<file path="src/rtl/tmr_pkg.sv">
package tmr_pkg;
    typedef enum logic [1:0] {
        ST_STOP    = 2'd0,
        ST_RUN     = 2'd1,
        ST_EXPIRED = 2'd2
    } chan_state_e;

    localparam int OFF_CTRL = 'h00;
    localparam int OFF_STAT = 'h04;
    localparam int OFF_LOAD = 'h08;
    localparam int OFF_CNT  = 'h0C;

    localparam int BIT_IE   = 8;
    localparam int BIT_EN   = 5;
    localparam int BIT_OS   = 4;
    localparam int PRE_W    = 4;
endpackage

</file>
<file path="src/rtl/tmr_prescaler.sv">
module tmr_prescaler #(
    parameter int PRE_MAX = 8,
    parameter int CODE_W  = 4
) (
    input  logic              clk_i,
    input  logic              rst_ni,
    input  logic              run_i,
    input  logic              clr_i,
    input  logic [CODE_W-1:0] code_i,
    output logic              tick_o
);
    localparam int CNT_W = (PRE_MAX < 1) ? 1 : PRE_MAX;

    logic [CNT_W-1:0]  pcnt_q;
    logic [CNT_W-1:0]  pcnt_d;
    logic [CODE_W-1:0] eff;
    logic [31:0]       full_mask;
    logic [CNT_W-1:0]  mask;

    // codes above the largest supported divide fold onto it
    always_comb begin
        eff       = (int'(code_i) > PRE_MAX) ? CODE_W'(PRE_MAX) : code_i;
        full_mask = (32'd1 << eff) - 32'd1;
        mask      = full_mask[CNT_W-1:0];
    end

    assign tick_o = run_i && (pcnt_q == mask);

    always_comb begin
        if (clr_i) begin
            pcnt_d = '0;
        end else if (run_i) begin
            pcnt_d = tick_o ? '0 : pcnt_q + 1'b1;
        end else begin
            pcnt_d = pcnt_q;
        end
    end

    always_ff @(posedge clk_i or negedge rst_ni) begin
        if (!rst_ni) begin
            pcnt_q <= '0;
        end else begin
            pcnt_q <= pcnt_d;
        end
    end

    AST_PRE_CLEAR: assert property (@(posedge clk_i) disable iff (!rst_ni)
        clr_i |=> (pcnt_q == '0));
    AST_PRE_HOLD: assert property (@(posedge clk_i) disable iff (!rst_ni)
        (!run_i && !clr_i) |=> $stable(pcnt_q));
    AST_PRE_BACK2BACK: assert property (@(posedge clk_i) disable iff (!rst_ni)
        (tick_o && $past(tick_o) && !$past(clr_i)) |-> (eff == '0));
endmodule

</file>
<file path="src/rtl/tmr_channel.sv">
module tmr_channel
    import tmr_pkg::*;
#(
    parameter int DATA_W  = 16,
    parameter int PRE_MAX = 8
) (
    input  logic              clk_i,
    input  logic              rst_ni,
    input  logic              wr_ctrl_i,
    input  logic              wr_stat_i,
    input  logic              wr_load_i,
    input  logic [DATA_W-1:0] wdata_i,
    output logic [DATA_W-1:0] ctrl_o,
    output logic [DATA_W-1:0] stat_o,
    output logic [DATA_W-1:0] load_o,
    output logic [DATA_W-1:0] count_o,
    output logic              irq_o
);
    chan_state_e       state_q, state_d;
    logic              ie_q, os_q, flag_q;
    logic [PRE_W-1:0]  pre_q;
    logic [DATA_W-1:0] load_q, cnt_q, cnt_d;
    logic              running, restart, tick, terminal;

    assign running  = (state_q == ST_RUN);
    assign restart  = wr_ctrl_i && !running;
    assign terminal = tick && (cnt_q == load_q);

    tmr_prescaler #(
        .PRE_MAX (PRE_MAX),
        .CODE_W  (PRE_W)
    ) u_pre (
        .clk_i  (clk_i),
        .rst_ni (rst_ni),
        .run_i  (running),
        .clr_i  (restart),
        .code_i (pre_q),
        .tick_o (tick)
    );

    // next-state logic
    always_comb begin
        state_d = state_q;
        unique case (state_q)
            ST_STOP: begin
                if (wr_ctrl_i && wdata_i[BIT_EN]) state_d = ST_RUN;
            end
            ST_RUN: begin
                if (wr_ctrl_i)                state_d = wdata_i[BIT_EN] ? ST_RUN : ST_STOP;
                else if (terminal && os_q)    state_d = ST_EXPIRED;
            end
            ST_EXPIRED: begin
                if (wr_ctrl_i)                state_d = wdata_i[BIT_EN] ? ST_RUN : ST_STOP;
            end
            default: state_d = ST_STOP;
        endcase
    end

    always_ff @(posedge clk_i or negedge rst_ni) begin
        if (!rst_ni) state_q <= ST_STOP;
        else         state_q <= state_d;
    end

    // counter datapath
    always_comb begin
        if (restart) begin
            cnt_d = '0;
        end else if (tick) begin
            if (cnt_q == load_q) cnt_d = os_q ? cnt_q : '0;
            else                 cnt_d = cnt_q + 1'b1;
        end else begin
            cnt_d = cnt_q;
        end
    end

    always_ff @(posedge clk_i or negedge rst_ni) begin
        if (!rst_ni) begin
            cnt_q  <= '0;
            load_q <= '0;
            ie_q   <= 1'b0;
            os_q   <= 1'b0;
            pre_q  <= '0;
            flag_q <= 1'b0;
        end else begin
            cnt_q <= cnt_d;
            if (wr_load_i) load_q <= wdata_i;
            if (wr_ctrl_i) begin
                ie_q  <= wdata_i[BIT_IE];
                os_q  <= wdata_i[BIT_OS];
                pre_q <= wdata_i[PRE_W-1:0];
            end
            if (terminal)                     flag_q <= 1'b1;
            else if (wr_stat_i && wdata_i[0]) flag_q <= 1'b0;
        end
    end

    // outputs
    always_comb begin
        ctrl_o              = '0;
        ctrl_o[BIT_IE]      = ie_q;
        ctrl_o[BIT_EN]      = running;
        ctrl_o[BIT_OS]      = os_q;
        ctrl_o[PRE_W-1:0]   = pre_q;
        stat_o              = '0;
        stat_o[0]           = flag_q;
        load_o              = load_q;
        count_o             = cnt_q;
        irq_o               = flag_q && ie_q;
    end

    AST_FLAG_ON_END: assert property (@(posedge clk_i) disable iff (!rst_ni)
        terminal |=> stat_o[0]);
    AST_ONESHOT_HALT: assert property (@(posedge clk_i) disable iff (!rst_ni)
        (terminal && os_q && !wr_ctrl_i) |=> (!ctrl_o[BIT_EN] && cnt_q == $past(cnt_q)));
    AST_STOPPED_STABLE: assert property (@(posedge clk_i) disable iff (!rst_ni)
        (!running && !wr_ctrl_i) |=> $stable(cnt_q));
    AST_FLAG_CLEAR: assert property (@(posedge clk_i) disable iff (!rst_ni)
        (wr_stat_i && wdata_i[0] && !terminal) |=> !stat_o[0]);
    AST_RESTART_ZERO: assert property (@(posedge clk_i) disable iff (!rst_ni)
        restart |=> (cnt_q == '0));
    AST_IRQ_NEEDS_IE: assert property (@(posedge clk_i) disable iff (!rst_ni)
        (wr_ctrl_i && !wdata_i[BIT_IE]) |=> !irq_o);
endmodule

</file>
<file path="src/rtl/tmr_regbus.sv">
module tmr_regbus
    import tmr_pkg::*;
#(
    parameter int NUM_CH      = 2,
    parameter int DATA_W      = 16,
    parameter int ADDR_W      = 10,
    parameter int STRIDE_LOG2 = 7
) (
    input  logic                           bus_wr_i,
    input  logic [ADDR_W-1:0]              bus_addr_i,
    output logic [DATA_W-1:0]              bus_rdata_o,
    input  logic [NUM_CH-1:0][DATA_W-1:0]  ctrl_i,
    input  logic [NUM_CH-1:0][DATA_W-1:0]  stat_i,
    input  logic [NUM_CH-1:0][DATA_W-1:0]  load_i,
    input  logic [NUM_CH-1:0][DATA_W-1:0]  count_i,
    output logic [NUM_CH-1:0]              wr_ctrl_o,
    output logic [NUM_CH-1:0]              wr_stat_o,
    output logic [NUM_CH-1:0]              wr_load_o
);
    localparam int IDX_W = ADDR_W - STRIDE_LOG2;

    logic [IDX_W-1:0]       slot;
    logic [STRIDE_LOG2-1:0] off;
    logic [NUM_CH-1:0]      hit;
    logic [NUM_CH-1:0][DATA_W-1:0] rd_each;

    assign slot = bus_addr_i[ADDR_W-1:STRIDE_LOG2];
    assign off  = bus_addr_i[STRIDE_LOG2-1:0];

    // slot 0 is unused; channel c lives in slot c+1
    for (genvar c = 0; c < NUM_CH; c++) begin : g_dec
        assign hit[c]       = (slot == IDX_W'(c + 1));
        assign wr_ctrl_o[c] = bus_wr_i && hit[c] && (off == STRIDE_LOG2'(OFF_CTRL));
        assign wr_stat_o[c] = bus_wr_i && hit[c] && (off == STRIDE_LOG2'(OFF_STAT));
        assign wr_load_o[c] = bus_wr_i && hit[c] && (off == STRIDE_LOG2'(OFF_LOAD));

        always_comb begin
            rd_each[c] = '0;
            if (hit[c]) begin
                unique case (off)
                    STRIDE_LOG2'(OFF_CTRL): rd_each[c] = ctrl_i[c];
                    STRIDE_LOG2'(OFF_STAT): rd_each[c] = stat_i[c];
                    STRIDE_LOG2'(OFF_LOAD): rd_each[c] = load_i[c];
                    STRIDE_LOG2'(OFF_CNT):  rd_each[c] = count_i[c];
                    default:                rd_each[c] = '0;
                endcase
            end
        end
    end

    always_comb begin
        bus_rdata_o = '0;
        for (int c = 0; c < NUM_CH; c++) bus_rdata_o = bus_rdata_o | rd_each[c];
    end

    AST_ONE_STROBE: assert final ($onehot0({wr_ctrl_o, wr_stat_o, wr_load_o}));
endmodule

</file>
<file path="src/rtl/dual_tick_timer.sv">
module dual_tick_timer #(
    parameter int NUM_CH      = 2,
    parameter int DATA_W      = 16,
    parameter int ADDR_W      = 10,
    parameter int STRIDE_LOG2 = 7,
    parameter int PRE_MAX     = 8
) (
    input  logic              clk_i,
    input  logic              rst_ni,
    input  logic              bus_wr_i,
    input  logic [ADDR_W-1:0] bus_addr_i,
    input  logic [DATA_W-1:0] bus_wdata_i,
    output logic [DATA_W-1:0] bus_rdata_o,
    output logic [NUM_CH-1:0] irq_o
);
    logic [NUM_CH-1:0][DATA_W-1:0] ctrl_v, stat_v, load_v, count_v;
    logic [NUM_CH-1:0]             wr_ctrl, wr_stat, wr_load;

    tmr_regbus #(
        .NUM_CH      (NUM_CH),
        .DATA_W      (DATA_W),
        .ADDR_W      (ADDR_W),
        .STRIDE_LOG2 (STRIDE_LOG2)
    ) u_bus (
        .bus_wr_i    (bus_wr_i),
        .bus_addr_i  (bus_addr_i),
        .bus_rdata_o (bus_rdata_o),
        .ctrl_i      (ctrl_v),
        .stat_i      (stat_v),
        .load_i      (load_v),
        .count_i     (count_v),
        .wr_ctrl_o   (wr_ctrl),
        .wr_stat_o   (wr_stat),
        .wr_load_o   (wr_load)
    );

    for (genvar c = 0; c < NUM_CH; c++) begin : g_ch
        tmr_channel #(
            .DATA_W  (DATA_W),
            .PRE_MAX (PRE_MAX)
        ) u_ch (
            .clk_i     (clk_i),
            .rst_ni    (rst_ni),
            .wr_ctrl_i (wr_ctrl[c]),
            .wr_stat_i (wr_stat[c]),
            .wr_load_i (wr_load[c]),
            .wdata_i   (bus_wdata_i),
            .ctrl_o    (ctrl_v[c]),
            .stat_o    (stat_v[c]),
            .load_o    (load_v[c]),
            .count_o   (count_v[c]),
            .irq_o     (irq_o[c])
        );

        AST_OTHER_CH_QUIET: assert property (@(posedge clk_i) disable iff (!rst_ni)
            (!wr_ctrl[c] && !wr_load[c] && !ctrl_v[c][5]) |=> $stable(load_v[c]));
    end
endmodule

</file>
<file path="config.mk">
export PLATFORM = sky130hd
export DESIGN_NAME = dual_tick_timer
export DESIGN_NICKNAME = d
export VERILOG_FILES = /design/src/rtl/tmr_pkg.sv /design/src/rtl/tmr_prescaler.sv /design/src/rtl/tmr_channel.sv /design/src/rtl/tmr_regbus.sv /design/src/rtl/dual_tick_timer.sv
export SDC_FILE = /design/constraint.sdc
export NUM_CORES = 1
export LEC_CHECK = 0
export ABC_CLOCK_PERIOD_IN_PS = 3300
export BUFFER_PORTS_ARGS = -buffer_cell sky130_fd_sc_hd__buf_4
export CORE_MARGIN = 4
export CORE_UTILIZATION = 50
export CTS_BUF_LIST = sky130_fd_sc_hd__clkbuf_8 sky130_fd_sc_hd__clkbuf_16
export DETAILED_ROUTE_END_ITERATION = 12
export PLACE_DENSITY_LB_ADDON = 0.15
export SLEW_MARGIN = 20
export SYNTH_ARGS = -nofsm -noshare
export SYNTH_HDL_FRONTEND = slang
export SYNTH_HIERARCHICAL = 1
export SYNTH_SLANG_ARGS = --single-unit
export TNS_END_PERCENT = 1
</file>
<file path="constraint.sdc">
create_clock -name clk_i -period 3.3 [get_ports clk_i]
set_input_delay 0.495 -clock clk_i [delete_from_list [all_inputs] [get_ports clk_i]]
set_output_delay 0.495 -clock clk_i [all_outputs]
set_load 0.01 [all_outputs]
</file>
==> metrics.txt, run 1 <==
worst supply voltage drop on vdd 0.000207 V; Die Outline Area roughly 17000 um2; Post-synth ARST share 100%; setup repair after global routing missed its margin no; worst hold-check path type in2async; proportion of synthesized chip area in sequential cells 33.6%; cell-internal power 1.90 mW; die span in x between 100 and 150 um; clock share of power between 30% and 40%; Worst Setup Slack, final approximately 150 ps; power share of the combinational group about an eighth; number of global-route vias before repair around 5400; slew at the pin closest to its max-slew limit 682 ps; CTS buffer count 9; Worst Setup Path Type reg2reg; hold-fix buffers at CTS 0; sum of net half-perimeters after detailed placement 13.0 mm; number of maximum-capacitance violations 0; remaining global-route overflow 0; via count between 5000 and 6000; post-route clock skew ~7 ps; most instantiated flip-flop cell in the synthesis netlist dfrtp_1; worst endpoint data arrival time about 3400 ps; total power divided by cell area 327 nW/um2; global-route met2 utilization between 30% and 40%; total of endpoints with negative setup slack in the final report 0; via density per instance between 6 and 7; run status completed; source-to-sink clock delay at the later pin of the worst-skew pair about 350 ps; met3 demand-to-capacity share in global routing under 10%; hold slack final 172 ps; number of antenna violations at the first check in global routing 0; first-pass GRT wire length ~29 mm; clock slew at reported path FFs 70 ps; boundary pin count 47; initial drt markers 378; maximum buffer depth of the clock tree 2; pre-CTS worst setup slack -41.9 ps; Max Slew Vio Count 0; vertical die dimension about 130 um; distinct cell type count after synthesis just under 70; number of flip-flops and latches in the synthesized netlist about 100; 1st-pass router iterations 6; combined area of all synthesized cells 7310 um2; fraction of final layout cells with drive strength greater than 1 slightly below 30%; Antenna Violating Nets Remaining 0; peak-usage layer in the global routing report met2; sort of element at the start of the critical path flop; Leak 3.43 nW; final hold vios 0; detailed-route DRC error count 0; relative contribution of sequential cells to total power ~50%; Synth Warn # 6; GRT Resource Usage Total between 20% and 30%; Routed Wire Length roughly 18 mm; H-tree depth 3; CTS tree built; count of filler cells inserted in the layout approximately 1300; number of nets in the final layout about 770; max frequency about 320 MHz; largest net degree at the start of global routing 50; weighted congestion reported at the end of routability-driven placement slightly above 0.8; Critical Path Fanout Max 10; floorplan core area 14100 um2; cells taking the most area after synthesis dfrtp_1, mux4_2, mux2_2, buf_4, xor2_1; Post-CTS Setup Bufs 0; Crit. End Element flop; required time at the worst-slack endpoint between 3000 and 4000 ps; number of antenna repair diodes 0; Placement Rows 43; final core utilization 56.2%; Root Buffer clkbuf_16; effective utilization at floorplan around half; time the final worst path needs with I/O delays and setup 3150 ps; Synth-to-Final Area Change 8.47%; area leader, netlist dfrtp_1; net switching power around 0.69 mW; Max-Slew Margin vs Limit about 55%; mean instance size in the synthesized netlist ~10 um2; count of buffers inserted at the top-level ports 46; Clock Sink Count a little under 100; share of Yosys cell area claimed by the top area cell type between 30% and 40%; average routed wire per standard cell 19.1 um; GR met1 Demand/Resource between 30% and 40%; post-synthesis cell count roughly 700; post-route clock period utilization 95.5%; switching share of total power 26.7%; number of enable-type register cells in the synthesized netlist 0
[final cells by class]
class,instances,area [um2],share of cell area (%)
Clock buffer,9,225,2.84
Tap cell,180,225,2.84
Clock inverter,6,27.5,0.347
Timing Repair Buffer,66,499,6.30
Sequential cell,98,2460,31.0
Multi-Input combinational cell,523,4360,55.0
Inverter,35,131,1.66
[synthesized netlist by cell type (all sizes together), types with 5 or more instances]
master  instances
nand3          32
a21oi           8
a22o           14
ha              6
inv            35
and4            5
nor3           26
o21ai          24
nand4          16
buf            75
or4             7
nand2b          6
mux2           42
and2           18
nor2           26
a221o           8
xor2           44
o211ai          6
clkbuf         12
o221ai         12
nand2          40
dfrtp          98
xnor2           6
and3           14
nor4           16
o31ai           6
nor4b           9
mux4           32
[what timing repair did]
item | in CTS | in global routing
endpoints found under the setup margin | 8 | 28
pin swaps | 0 | 0
endpoints found under the hold margin | 0 | 0
gates resized for setup | 1 | 11
[critical path, cell delays in order, from the launching register on]
cell      delay (ps)
dfrtp_2          460
or4_2            680
ha_1             280
and2_1           180
o21ai_1          190
and3_1           250
o2111a_2         270
inv_1            110
nor2_2           200
buf_4            230
nand3_1          100
o211ai_1         120
[state kept, by name, indices dropped and copies added, names as in the netlist]
| register | flops |
|---|---|
| g_ch.u_ch/state_q | 4 |
| g_ch.u_ch/flag_q | 2 |
| g_ch.u_ch/pre_q | 8 |
| g_ch.u_ch/u_pre/pcnt_q | 16 |
| g_ch.u_ch/count_o | 32 |
| g_ch.u_ch/ie_q | 2 |
| g_ch.u_ch/load_o | 32 |
| g_ch.u_ch/os_q | 2 |
[layer usage]
layer / routed length (um) / share of wire, % / up-vias
li1: - / - / 2564
met1: 8160 / 46 / 2784
met2: 8290 / 47 / 141
met3: 847 / 4.8 / 18
met4: 259 / 1.5 / 0
met5: 0 / 0 / -
[power groups by stage]
stage / Combinational, mW / Sequential (mW) / Clock [mW]
global route: 0.375 / 1.31 / 1.04
floorplan: 0.277 / 1.30 / 0
finish: 0.339 / 1.30 / 0.955
CTS: 0.340 / 1.30 / 0.982
global placement: 0.329 / 1.32 / 0
detailed placement: 0.339 / 1.32 / 0
[path summary, 6_finish.rpt]
path	start	to	depth (start not counted)	slack [ps]
max reg2reg	g_ch[0].u_ch/pre_q[0]	g_ch[0].u_ch/count_o[14]	11	150
min in group clk_i	bus_wdata_i[14]	g_ch[1].u_ch/load_o[14]	2	380
min	rst_ni	g_ch[1].u_ch/u_pre/pcnt_q[2]	1	170
max	g_ch[0].u_ch/pre_q[0]	g_ch[0].u_ch/count_o[14]	11	150
min reg2reg	g_ch[0].u_ch/flag_q	g_ch[0].u_ch/flag_q	2	510
max in group asynchronous	rst_ni	g_ch[1].u_ch/pre_q[0]	2	2390
[placed cells by master (no fill, tap or decap), types with 16 or more instances in the layout]
cell type   n
o21ai_0    20
and2_1     16
inv_1      37
mux2_2     42
xor2_1     43
nor3_1     26
buf_4      65
mux4_2     32
nand3_1    30
nand2_1    38
nor2_1     22
conb_1     48
dfrtp_1    95
[metrics by stage]
step	TNS (ps)	std cells	cell area [um2]	total power, mW
after global routing	0	917	7930	2.72
after detailed placement	-85.7	902	7650	1.66
after global placement	0	902	7650	1.65
after floorplan	0	743	7480	1.58
after CTS	0	917	7900	2.62
final	0	917	7930	2.59
[logic make-up after synthesis]
family / synth area share, %
other: 0.103
adders and majority gates: 1.03
and+or+nand+nor: 20.7
buffers and inverters: 9.76
DFF: 33.6
muxes: 16.6
xor gates and xnor gates: 5.99
AOI/OAI and AO/OA: 12.3
Note: power is estimated with default switching activity, not from simulation.
==> run 2: changes to the inputs <==
--- a/config.mk
+++ b/config.mk
@@ -5,6 +5,7 @@
 export SDC_FILE = /design/constraint.sdc
 export NUM_CORES = 1
 export LEC_CHECK = 0
+export ABC_AREA = 1
 export ABC_CLOCK_PERIOD_IN_PS = 3300
 export BUFFER_PORTS_ARGS = -buffer_cell sky130_fd_sc_hd__buf_4
 export CORE_MARGIN = 4
==> run 2 against run 1 <==
Non-clock buffer count shrank 7; clock skew is 2.3 ps lower; clock power is 7% higher; core utilization fell by 1.9 points; worst setup slack better by 340 ps; final area rose by 5.0%; total power down 1.1%; critical path depth is 6 higher; first-iteration DRC count grew 40%; largest cell class unchanged; highest routed layer unchanged.
==> metrics.txt, run 2 <==
combined area of all synthesized cells between 7000 and 8000 um2; detailed-route DRC error count 0; proportion of synthesized chip area in sequential cells between 30% and 40%; number of enable-type register cells in the synthesized netlist 0; slowest stage cell on the critical path dfrtp_1; number of antenna violations at the first check in global routing 0; mean instance size in the synthesized netlist about 6.4 um2; switching share of total power between 20% and 30%; cell-internal power around 1.9 mW; sort of element at the start of the critical path flop; clock share of power between 30 and 40%; largest net degree at the start of global routing 95; Leak between 4 and 5 nW; main combinational cell family by area after synthesis simple AND/OR/NAND/NOR gates; max frequency around 360 MHz; Clock Sink Count 98; Worst Setup Slack, final roughly 490 ps; most frequent CP cell nand2_1; area share of and/or/nand/nor cells after synthesis between 40 and 50%; most instantiated library cell after synthesis nand2_1; Post-CTS Setup Bufs 0; worst hold-check path type in2async; CP bufs+invs 2; distinct cell type count after synthesis 29; Die Outline Area 17800 um2; clock slew at reported path FFs 60 ps; time the final worst path needs with I/O delays and setup 2810 ps; setup repair after global routing missed its margin no; number of flip-flops and latches in the synthesized netlist a little under 100; post-synthesis cell count about 1200; post-synthesis compound-gate area fraction around 7.1%; 1st-pass router iterations 5; final hold vios 0; initial drt markers about 530; most instantiated flip-flop cell in the synthesis netlist dfrtp_1; Placement Rows between 40 and 50; fraction of synthesized area in multiplexers 0%; GRT Resource Usage Total a little under a quarter; Worst Setup Path Type reg2reg; via density per instance about 5.1; Max-Slew Margin vs Limit about two fifths; relative contribution of sequential cells to total power roughly 50%; total of endpoints with negative setup slack in the final report 0; required time at the worst-slack endpoint 3500 ps; most common cell after layout, fill and taps aside nand2_1; count of buffers inserted at the top-level ports between 40 and 50; Root Buffer clkbuf_16; total power divided by cell area between 300 and 400 nW/um2; die span in x ~130 um; commonest cells in the synthesized netlist nand2_1, nand3_1, inv_1; area leader, netlist dfrtp_1; effective utilization at floorplan roughly 51%; fraction of final layout cells with drive strength greater than 1 between 10% and 20%; post-route clock skew 4.76 ps; first-pass GRT wire length between 30 and 40 mm; weighted congestion reported at the end of routability-driven placement about 0.85; vertical die dimension around 130 um; pre-CTS worst setup slack approximately 540 ps; synthesized-area fraction occupied by adder cells less than 1%; net switching power a little under 0.7 mW; critical path's largest stage delay between 400 and 500 ps; worst endpoint data arrival time 3010 ps; number of antenna repair diodes 0; Synth Warn # 6; post-route clock period utilization 85.1%; source-to-sink clock delay at the later pin of the worst-skew pair between 300 and 400 ps; hold-fix buffers at CTS 0; number of global-route vias before repair roughly 6500; cells taking the most area after synthesis dfrtp_1, nand2_1, nand3_1, buf_4, inv_1; Post-synth ARST share 100%; number of nets in the final layout between 1000 and 1500; remaining global-route overflow 0; boundary pin count 47; sum of net half-perimeters after detailed placement roughly 15 mm; maximum buffer depth of the clock tree 2; CTS buffer count 9; worst path cell trace nor2_2 -> nand2_1 -> ha_1 -> nand2_1 -> nand2_2 -> nor2_2 -> nand2_1 -> nor2_2 -> nand2_2 -> nor2_4 -> nand3_4 -> inv_1 -> inv_1 -> nand2_1 -> nand2_1 -> nand2_1 -> o21ai_1; XOR/XNOR share of the synthesized area 3.35%; floorplan core area about 15000 um2; highest-count cells in the layout ignoring fill and taps nand2_1, nand3_1, inv_1; slew at the pin closest to its max-slew limit 876 ps; share of Yosys cell area claimed by the top area cell type 31.2%; number of maximum-capacitance violations 0; worst supply voltage drop on vdd 0.000316 V; Antenna Violating Nets Remaining 0; Routed Wire Length slightly above 20 mm; post-cts gate resize count 0; CTS tree built; average routed wire per standard cell around 14 um; power share of the combinational group between 10% and 20%; run status completed; Synth-to-Final Area Change 5.98%; kind of cell with the highest combined delay on the critical path simple AND/OR/NAND/NOR gates; H-tree depth 3; Max Slew Vio Count 0; Total Neg Setup Slack 0 ps; Critical Path Fanout Max 21; via count around 7400; Crit. End Element flop
## run 2: cell count changes after synthesis, moves of 32 or more
cell | previous run | this run
o21ai_1 | 2 | 56
mux4_2 | 32 | 0
nand3_1 | 30 | 164
nand2_1 | 38 | 447
mux2_2 | 42 | 0
inv_1 | 35 | 100
nor2_1 | 24 | 77
## run 2: kinds of logic (layout without fill, tap and decap cells)
group / Yosys count / in the layout
compound gates: 112 / 112
flops: 98 / 98
fa+ha+maj: 6 / 6
buf+inv: 219 / 190
xor+xnor: 30 / 30
other cells: 2 / 48
simple gates: 763 / 763
## run 2: power groups by stage
stage | sequential [mW] | clock [mW] | combinational [mW]
floorplan | 1.29 | 0 | 0.210
global placement | 1.30 | 0 | 0.259
detailed placement | 1.30 | 0 | 0.263
CTS | 1.28 | 1.05 | 0.264
global route | 1.28 | 1.09 | 0.299
finish | 1.28 | 1.02 | 0.263
## run 2: worst paths after layout
kind / start / endpoint / slack [ps] / cells after the start
max in group asynchronous: rst_ni / g_ch[1].u_ch/state_q[1] / 2350 / 2
hold / removal: rst_ni / g_ch[0].u_ch/count_o[10] / 240 / 1
setup / recovery: g_ch[1].u_ch/pre_q[3] / g_ch[1].u_ch/count_o[9] / 490 / 17
min in group clk_i: bus_wdata_i[14] / g_ch[1].u_ch/load_o[14] / 370 / 3
setup reg to reg: g_ch[1].u_ch/pre_q[3] / g_ch[1].u_ch/count_o[9] / 490 / 17
hold reg to reg: g_ch[0].u_ch/ie_q / g_ch[0].u_ch/ie_q / 530 / 2
## run 2: metrics by stage
stage | total power, mW | area [um2] | instances | util, % | hold WS [ps]
2_1_floorplan | 1.50 | 8030 | 1276 | - | 199
3_3_place_gp | 1.56 | 8040 | 1442 | 52.5 | 509
3_5_place_dp | 1.56 | 8040 | 1442 | 52.5 | 513
4_1_cts | 2.59 | 8320 | 1458 | 54.3 | 261
5_1_grt | 2.67 | 8320 | 1458 | 54.3 | 303
6_report | 2.56 | 8320 | 1458 | 54.3 | 238
## run 2: final cells by class
type                       instances  area (um2)
fill                            1592        6990
clock buffer                      12         267
clock inverter                     4        17.5
timing repair buffer              59         468
inverter                         115         432
multi-input combinational        959        4420
tap                              211         264
sequential                        98        2450
## run 2: layer usage
metal / wire [um] / GRT usage [%] / up-vias
li1: - / - / 3819
met1: 9810 / 33.3 / 3378
met2: 9170 / 36.3 / 189
met3: 1010 / 3.36 / 19
met4: 297 / 5.71 / 0
met5: 0 / 0 / -
==> run 3: changes to the inputs <==
--- a/config.mk
+++ b/config.mk
@@ -7,7 +7,8 @@
 export LEC_CHECK = 0
 export ABC_AREA = 1
 export ABC_CLOCK_PERIOD_IN_PS = 3300
-export BUFFER_PORTS_ARGS = -buffer_cell sky130_fd_sc_hd__buf_4
+export BUFFER_PORTS_ARGS = -buffer_cell sky130_fd_sc_hd__buf_2
+export CAP_MARGIN = 20
 export CORE_MARGIN = 4
 export CORE_UTILIZATION = 50
 export CTS_BUF_LIST = sky130_fd_sc_hd__clkbuf_8 sky130_fd_sc_hd__clkbuf_16
==> constraint.sdc (replaced) <==
create_clock -name clk_i -period 3.3 [get_ports clk_i]
set_input_delay 0.33 -clock clk_i [delete_from_list [all_inputs] [get_ports clk_i]]
set_output_delay 0.33 -clock clk_i [all_outputs]
set_load 0.01 [all_outputs]
==> run 3 against run 2 <==
Sequential share of layout area rose by 0.21 points; critical path depth did not move; first-iteration DRC count is 13% higher; routed wire length fell by 2.9%; hold slack worse by 220 ps; maximum frequency up 2.6%; count of clock-buffer cells in the layout fell by 1; core utilization down 0.39 points; combinational power fell by 5%; critical endpoint is now g_ch[1].u_ch/count_o[3]; largest power group unchanged.
==> metrics.txt, run 3 (synthesis results as in run 2) <==
final hold vios 0; pre-CTS worst setup slack 580 ps; max frequency roughly 370 MHz; sum of net half-perimeters after detailed placement 14.0 mm; Finished Cell Area roughly 8300 um2; via density per instance 5.02; number of maximum-capacitance violations 0; via count roughly 7300; Max Slew Vio Count 0; run status completed; setup slack on the worst flop-to-flop path between 500 and 600 ps; maximum buffer depth of the clock tree 2; cell total after placement around 1400; Synth-to-Final Area Change 5.21%; count of cells along the worst register-to-register path 17; dpl cell area 7910 um2; Placement Rows 45; CTS tree built; vertical die dimension 133 um; remaining global-route overflow 0; worst hold-check path type in2async; total power divided by cell area 336 nW/um2; number of antenna violations at the first check in global routing 0; 1st-pass router iterations 5; worst endpoint data arrival time approximately 3000 ps; Routed Wire Length between 15 and 20 mm; slew at the pin closest to its max-slew limit between 800 and 900 ps; total of endpoints with negative setup slack in the final report 0; source-to-sink clock delay at the later pin of the worst-skew pair roughly 350 ps; largest net degree at the start of global routing around 130; Max-Slew Margin vs Limit 43.3%; first-pass GRT wire length between 30 and 40 mm; die span in x 133 um; final core utilization between 50 and 60%; count of buffers inserted at the top-level ports between 40 and 50; weighted congestion reported at the end of routability-driven placement around 0.85; Post-CTS Setup Bufs 0; sort of element at the start of the critical path flop; number of global-route vias before repair about 6600; Critical Path Fanout Max 21; number of antenna repair diodes 0; Leak between 4 and 5 nW; r2r startpoint g_ch[1].u_ch/pre_q[3]; average routed wire per standard cell about 14 um; Total Neg Setup Slack 0 ps; worst supply voltage drop on vdd ~0.00024 V; RR Endpoint g_ch[1].u_ch/count_o[3]; clock slew at reported path FFs approximately 70 ps; Clock Sink Count 98; detailed-route DRC error count 0; Crit. End Element flop; initial drt markers 594; number of standard cells in the final layout excluding fillers roughly 1500; Worst Setup Path Type reg2reg; floorplan core area 15300 um2; fraction of final layout cells with drive strength greater than 1 between 9 and 10%; number of nets in the final layout 1275; hold slack final between 15 and 20 ps; highest-count cells in the layout ignoring fill and taps nand2_1, nand3_1, inv_1; Worst Setup Slack, final 564 ps; most common cell after layout, fill and taps aside nand2_1; post-cts gate resize count 0; hold-fix buffers at CTS 0; post-route clock period utilization 82.9%; Antenna Violating Nets Remaining 0; CTS buffer count 9; time the final worst path needs with I/O delays and setup approximately 2700 ps; Root Buffer clkbuf_16; total power after layout 2.77 mW; Die Outline Area about 18000 um2; H-tree depth 3; effective utilization at floorplan 51.3%; required time at the worst-slack endpoint approximately 3500 ps; setup repair after global routing missed its margin no; post-route clock skew approximately 8.7 ps; boundary pin count 47; GRT Resource Usage Total around 23%
==> run 3: cell types whose count changed in the layout (fill, tap and decap cells not counted) <==
cell	delta
clkinv_4	+1
buf_2	+45
inv_1	-2
buf_4	-47
clkinv_2	-2
bufinv_16	+3
clkbuf_8	-1
==> run 3: worst max-delay path by stage <==
| stage | end | startpoint | slack, ps |
|---|---|---|---|
| 5_1_grt | g_ch[0].u_ch/count_o[13] | g_ch[0].u_ch/pre_q[3] | 190 |
| 3_3_place_gp | g_ch[0].u_ch/count_o[11] | g_ch[0].u_ch/pre_q[3] | 570 |
| 6_report | g_ch[1].u_ch/count_o[3] | g_ch[1].u_ch/pre_q[3] | 560 |
| 4_1_cts | g_ch[0].u_ch/count_o[9] | g_ch[0].u_ch/pre_q[3] | 560 |
| 3_5_place_dp | g_ch[0].u_ch/count_o[13] | g_ch[0].u_ch/pre_q[3] | 580 |
| 2_1_floorplan | g_ch[0].u_ch/count_o[13] | g_ch[0].u_ch/pre_q[3] | 1090 |
==> run 3: area by class of cell <==
cell class	count	area, um2
repair buffers	57	340
well taps	211	264
multi-input cells	959	4420
clock buffers	11	253
fillers	1602	7050
clock inverters	4	98.8
inverters	115	432
flip-flops and latches	98	2450
==> run 3: routing by layer <==
metal  vias to the layer above  routed length (um)  track usage [%]
met5                         -                   0                0
met4                         0                 116             3.43
met3                         7                1050             4.46
met2                       184                8820             35.0
met1                      3292                9720             33.8
li1                       3823                   -                -
==> run 3: report_power, final <==
| group | internal (mW) | total [mW] | switching, mW | leakage (nW) |
|---|---|---|---|---|
| clock network | 0.780 | 1.25 | 0.467 | 0.172 |
| logic | 0.0762 | 0.250 | 0.174 | 2.85 |
| registers | 1.23 | 1.28 | 0.0447 | 1.18 |
| total | 2.09 | 2.77 | 0.686 | 4.20 |
==> run 3: critical path, stage by stage (launching register included) <==
cell     delay, ps
dfrtp_1        460
nor2_2         180
nand2_1        100
ha_1           320
nand2_1         90
nand2_2         50
nor2_2          60
nand2_1         60
nor2_2          90
nand2_2         70
nor2_4          90
nand3_4        120
inv_1          110
inv_1           70
nand2_1         60
nand2_1        390
nand2_1        180
o21ai_1         80
